<file path="config.mk">
export PLATFORM = sky130hd
export DESIGN_NAME = alu4_top
export DESIGN_NICKNAME = d
export VERILOG_FILES = /design/src/rtl/alu4_pkg.sv /design/src/rtl/alu4_addsub.sv /design/src/rtl/alu4_mul_xc.sv /design/src/rtl/alu4_div_arr.sv /design/src/rtl/alu4_top.sv
export SDC_FILE = /design/constraint.sdc
export NUM_CORES = 1
export LEC_CHECK = 0
export ABC_AREA = 1
export CAP_MARGIN = 20
export CORE_MARGIN = 4
export CORE_UTILIZATION = 45
export DETAILED_ROUTE_END_ITERATION = 8
export PLACE_DENSITY = 0.7
export SETUP_SLACK_MARGIN = 0.5
export SLEW_MARGIN = 20
export SYNTH_ARGS = -nofsm -noshare
export SYNTH_HDL_FRONTEND = slang
export SYNTH_HIERARCHICAL = 1
export SYNTH_SLANG_ARGS = --single-unit
</file>
<file path="constraint.sdc">
create_clock -name vclk -period 30
set_input_delay 9 -clock vclk [all_inputs]
set_output_delay 9 -clock vclk [all_outputs]
set_load 0.05 [all_outputs]
</file>
<file path="src/rtl/alu4_pkg.sv">
package alu4_pkg;

    localparam int unsigned ALU_W = 4;
    localparam int unsigned RES_W = 2 * ALU_W;
    localparam int unsigned OPC_W = 4;
    localparam int unsigned FN_W  = 3;

    typedef enum logic [FN_W-1:0] {
        FN_NONE   = 3'd0,
        FN_ADDSUB = 3'd1,
        FN_AND    = 3'd2,
        FN_MUL    = 3'd3,
        FN_DIV    = 3'd4,
        FN_XOR    = 3'd5,
        FN_CMP    = 3'd6,
        FN_OR     = 3'd7
    } alu_fn_e;

    typedef struct packed {
        logic [RES_W-1:0] res;
        logic             carry;
        logic             dz;
        logic             gt;
        logic             lt;
        logic             eq;
    } alu_out_t;

    localparam alu_out_t ALU_OUT_ZERO = '0;

    // Any code with the top bit set maps to the idle function.
    function automatic alu_fn_e decode_fn(input logic [OPC_W-1:0] op);
        if (op[OPC_W-1]) begin
            return FN_NONE;
        end
        return alu_fn_e'(op[FN_W-1:0]);
    endfunction

    function automatic logic [RES_W-1:0] zext(input logic [ALU_W-1:0] v);
        return {{(RES_W - ALU_W){1'b0}}, v};
    endfunction

endpackage

</file>
<file path="src/rtl/alu4_addsub.sv">
module alu4_addsub #(
    parameter int unsigned W = 4
) (
    input  logic [W-1:0] a,
    input  logic [W-1:0] b,
    input  logic         sub,
    output logic [W-1:0] s,
    output logic         co
);
    logic [W-1:0] b_eff;
    logic [W:0]   total;

    // Subtraction adds the inverted operand plus one.
    assign b_eff = b ^ {W{sub}};
    assign total = {1'b0, a} + {1'b0, b_eff} + {{W{1'b0}}, sub};
    assign s     = total[W-1:0];
    assign co    = total[W];
endmodule

</file>
<file path="src/rtl/alu4_mul_xc.sv">
module alu4_mul_xc #(
    parameter int unsigned W = 4
) (
    input  logic [W-1:0]   a,
    input  logic [W-1:0]   b,
    output logic [2*W-1:0] p
);
    localparam int unsigned NCOL = 2 * W - 1;
    localparam int unsigned CW   = $clog2(2 * W) + 2;

    // Column k collects every a[i]&b[j] with i+j=k plus the carry from below.
    always_comb begin
        logic [CW-1:0] acc;
        acc = '0;
        p   = '0;
        for (int k = 0; k < NCOL; k++) begin
            for (int i = 0; i < W; i++) begin
                if ((k - i) >= 0 && (k - i) < W) begin
                    acc = acc + {{(CW-1){1'b0}}, a[i] & b[k - i]};
                end
            end
            p[k] = acc[0];
            acc  = acc >> 1;
        end
        p[2*W-1] = acc[0];
    end
endmodule

</file>
<file path="src/rtl/alu4_div_arr.sv">
module alu4_div_arr #(
    parameter int unsigned W = 4
) (
    input  logic [W-1:0] a,
    input  logic [W-1:0] b,
    output logic [W-1:0] q,
    output logic [W-1:0] r,
    output logic         dz
);
    // One trial-subtract row per quotient bit, most significant first.
    // A zero divisor never restores, so q fills with ones and r equals a.
    always_comb begin
        logic [W:0]   rem;
        logic [W+1:0] diff;
        rem = '0;
        q   = '0;
        for (int g = W - 1; g >= 0; g--) begin
            rem  = {rem[W-1:0], a[g]};
            diff = {1'b0, rem} - {2'b00, b};
            if (!diff[W+1]) begin
                rem  = diff[W:0];
                q[g] = 1'b1;
            end
        end
        r  = rem[W-1:0];
        dz = (b == '0);
    end
endmodule

</file>
<file path="src/rtl/alu4_top.sv">
module alu4_top
    import alu4_pkg::*;
#(
    parameter bit OUT_REG = 1'b0
) (
    input  logic             clk,
    input  logic             rst,
    input  logic [OPC_W-1:0] op_code,
    input  logic             sub_sel,
    input  logic [ALU_W-1:0] opa,
    input  logic [ALU_W-1:0] opb,
    output logic [RES_W-1:0] res,
    output logic             carry_o,
    output logic             dz_o,
    output logic             gt_o,
    output logic             lt_o,
    output logic             eq_o
);
    alu_fn_e          fn;
    logic [ALU_W-1:0] as_sum;
    logic             as_co;
    logic [RES_W-1:0] mul_p;
    logic [ALU_W-1:0] div_q;
    logic [ALU_W-1:0] div_r;
    logic             div_z;
    alu_out_t         nx;
    alu_out_t         q_out;

    assign fn = decode_fn(op_code);

    alu4_addsub #(.W(ALU_W)) u_addsub (
        .a(opa), .b(opb), .sub(sub_sel), .s(as_sum), .co(as_co)
    );

    alu4_mul_xc #(.W(ALU_W)) u_mul (
        .a(opa), .b(opb), .p(mul_p)
    );

    alu4_div_arr #(.W(ALU_W)) u_div (
        .a(opa), .b(opb), .q(div_q), .r(div_r), .dz(div_z)
    );

    always_comb begin
        nx = ALU_OUT_ZERO;
        unique case (fn)
            FN_ADDSUB: begin
                nx.res   = zext(as_sum);
                nx.carry = as_co;
            end
            FN_AND: nx.res = zext(opa & opb);
            FN_XOR: nx.res = zext(opa ^ opb);
            FN_OR:  nx.res = zext(opa | opb);
            FN_MUL: nx.res = mul_p;
            FN_DIV: begin
                nx.res = {div_r, div_q};
                nx.dz  = div_z;
            end
            FN_CMP: begin
                nx.gt = (opa > opb);
                nx.lt = (opa < opb);
                nx.eq = (opa == opb);
            end
            default: nx = ALU_OUT_ZERO;
        endcase
    end

    generate
        if (OUT_REG) begin : g_reg
            always_ff @(posedge clk) begin
                if (rst) begin
                    q_out <= ALU_OUT_ZERO;
                end else begin
                    q_out <= nx;
                end
            end


            reg_lag_chk: assert property (@(posedge clk) disable iff (rst)
                1'b1 |=> (q_out == $past(nx)));
        end else begin : g_comb
            assign q_out = nx;
        end
    endgenerate

    assign res     = q_out.res;
    assign carry_o = q_out.carry;
    assign dz_o    = q_out.dz;
    assign gt_o    = q_out.gt;
    assign lt_o    = q_out.lt;
    assign eq_o    = q_out.eq;


    add_sum_chk: assert property (@(posedge clk) disable iff (rst)
        (fn == FN_ADDSUB && !sub_sel) |->
            ({nx.carry, nx.res[ALU_W-1:0]} == ({1'b0, opa} + {1'b0, opb})));


    sub_borrow_chk: assert property (@(posedge clk) disable iff (rst)
        (fn == FN_ADDSUB && sub_sel) |-> (nx.carry == (opa >= opb)));


    mul_prod_chk: assert property (@(posedge clk) disable iff (rst)
        (fn == FN_MUL) |-> (nx.res == (zext(opa) * zext(opb))));


    div_ident_chk: assert property (@(posedge clk) disable iff (rst)
        (fn == FN_DIV && !nx.dz) |->
            ((zext(nx.res[ALU_W-1:0]) * zext(opb) + zext(nx.res[RES_W-1:ALU_W])) == zext(opa)
             && nx.res[RES_W-1:ALU_W] < opb));


    div_zero_chk: assert property (@(posedge clk) disable iff (rst)
        (fn == FN_DIV && opb == '0) |->
            (nx.dz && nx.res == {opa, {ALU_W{1'b1}}}));


    cmp_one_chk: assert property (@(posedge clk) disable iff (rst)
        (fn == FN_CMP) |-> ($countones({nx.gt, nx.lt, nx.eq}) == 1 && nx.res == '0));


    cmp_idle_chk: assert property (@(posedge clk) disable iff (rst)
        (fn != FN_CMP) |-> ({nx.gt, nx.lt, nx.eq} == 3'b000));


    idle_zero_chk: assert property (@(posedge clk) disable iff (rst)
        (op_code[OPC_W-1] || op_code == '0) |-> (nx == ALU_OUT_ZERO));


    flag_scope_chk: assert property (@(posedge clk) disable iff (rst)
        1'b1 |-> ((fn == FN_ADDSUB || !nx.carry) && (fn == FN_DIV || !nx.dz)));

endmodule

</file>
==> reports/results.ini <==
[grt]
grt_pass1_vias=1821
grt_max_degree=19
antenna_found_initial=0
grt_pass1_wl_um=8162
grt_overflow=0
grt.total_usage_pct=18.31

[clock_tree]
cts_resized=0
cts_setup_buffers=0
hold_buffers=0

[routing]
wl_per_cell_um=12.33
drt_iter0_drc=107
routed_wl_um=4537
ant_nets=0
post-route-drc-count=0
dr.pass1.iters=4
vias=1908
via_per_inst=5.185

[timing]
setup_violations=0
timing.final.hold_violations=0
relSlewSlack_pct=60.31
fin_crit_sh_pct=83.08
tightestPinTransition_ps=593.5
fmax_ghz=0.04012
hold_ws_ps=19280
tns_ps=0
slew_violations=0
grt_setup_unrepaired=no
fin_crit_ps=24920

[power_and_ir_drop]
p_leak_nw=1.308
peakVddDrop_v=0.00002517
total_power_w=0.00005943
p_per_area_nw_per_um2=26.71

[worst_hold_path]
hold_class=in -> out

[setup_path]
cpPeakStageDelay_ps=850
cp-startpoint=opb[0]
cp_data_arrival_time_ps=15920
crit_path_start_kind=input port
crit_path_max_fanout=15
cp-endpoint=res[6]
cp_slowest_cell=clkdlybuf4s50_1
critPathKind=in -> out
crit_required_ps=21000
end_kind=output pin
crit_top_cell=fa_1
crit_chain=clkdlybuf4s50_1 -> nand2_1 -> inv_1 -> ha_1 -> inv_1 -> fa_1 -> inv_1 -> ha_1 -> ha_1 -> fa_1 -> inv_1 -> fa_1 -> inv_1 -> fa_1 -> fa_1 -> ha_1 -> fa_1 -> inv_1 -> fa_1 -> fa_1 -> inv_1 -> nand3_1 -> o21ai_1 -> clkdlybuf4s50_1

[finish]
fillers=439
antenna_cells=0
areaGrowthSynthToFinish_pct=15.08
seq_cells=0
nClkBuffers=0
post-route-util_pct=54.44
layout_commonest_cell=inv_1
final_cell_mix=inv_1 (71), nand2_1 (66), ha_1 (33)
drive_gt1_share_pct=10.06
seq_area_um2=0
nets=380

[synthesis]
synth_area_um2=1933
synth_top_area_share_pct=21.36
synth-seq-area-share_pct=0
synth_cell_type_count=32
yosys_warnings=6
synthesis.nets=356
avgSynthCellArea_um2=6.531
synthCells=296
yosys.area.top_type=ha_1
yosys-top-cells-area=ha_1 (21%), inv_1 (14%), nand2_1 (13%)

[floorplan]
die_w_um=73.54
num_io_pins=28
row_count=23
start_util_pct=47.31
die_area_um2=5408
core_area_um2=4086
die_h_um=73.54

[place]
portBuffers=26
place_congestion=0.8504
dp_hpwl_um=3607

[flow_run]
maxCapViolations=0

[run_status]
outcome=finished clean

power by group:
group	switching, W	internal (W)
Sequential	0	0
Combinational	0.0000367	0.0000227
Clock	0	0
cells by family after synthesis:
| kind of cell | share of synthesized area [%] |
|---|---|
| AOI/OAI and AO/OA | 7.443 |
| other | 0.1940 |
| buffers and inverters | 16.31 |
| adders and majority gates | 33.79 |
| xor gates and xnor gates | 4.078 |
| and+or+nand+nor | 38.19 |
final cells by class:
class | count | area, µm² | share of cell area (%)
Inverter | 75 | 284.0 | 12.77
Multi-Input combinational cell | 217 | 1618 | 72.72
Tap cell | 50 | 62.56 | 2.812
Timing Repair Buffer | 26 | 260.3 | 11.70
routing by layer:
metal / GRT usage (%) / wire length [µm] / vias to the layer above
li1: - / - / 966
met1: 24.11 / 2087 / 904
met2: 34.25 / 2210 / 36
met3: 0.9576 / 215 / 2
met4: 0.8048 / 23 / 0
met5: 0 / 0 / -
cell usage after synthesis (all sizes together):
master / count
a21oi: 8
buf: 4
xor2: 7
nand3b: 4
a21boi: 1
nor2: 17
nor4: 2
nand4: 17
o21ai: 8
inv: 75
ha: 33
fa: 12
nand3: 25
xnor2: 2
o21bai: 1
conb: 1
nand2: 79
critical path: cells and delay by family:
family / cells / cell delay (ps)
buffers and inverters: 9 / 2070
adder cells (fa/ha/maj): 12 / 4570
AO/OA/AOI/OAI: 1 / 90
AND/OR/NAND/NOR: 2 / 170
worst min-delay path by stage:
stage,start,slack (ps),cells past startpoint,endpoint
2_1_floorplan,op_code[2],18190,1,carry_o
3_3_place_gp,op_code[2],19280,3,carry_o
3_5_place_dp,op_code[2],19280,3,carry_o
5_1_grt,op_code[2],19300,3,carry_o
4_1_cts,op_code[2],19280,3,carry_o
6_report,op_code[2],19280,3,carry_o
stage by stage:
stage / setup slack, ps / cell area, µm² / std cells
global placement: 5102 / 2225 / 368
CTS: 5044 / 2225 / 368
detailed placement: 5058 / 2225 / 368
floorplan: 6590 / 1933 / 296
global route: 4707 / 2225 / 368
finish: 5076 / 2225 / 368
No activity file was read; power rests on OpenSTA's default activity.
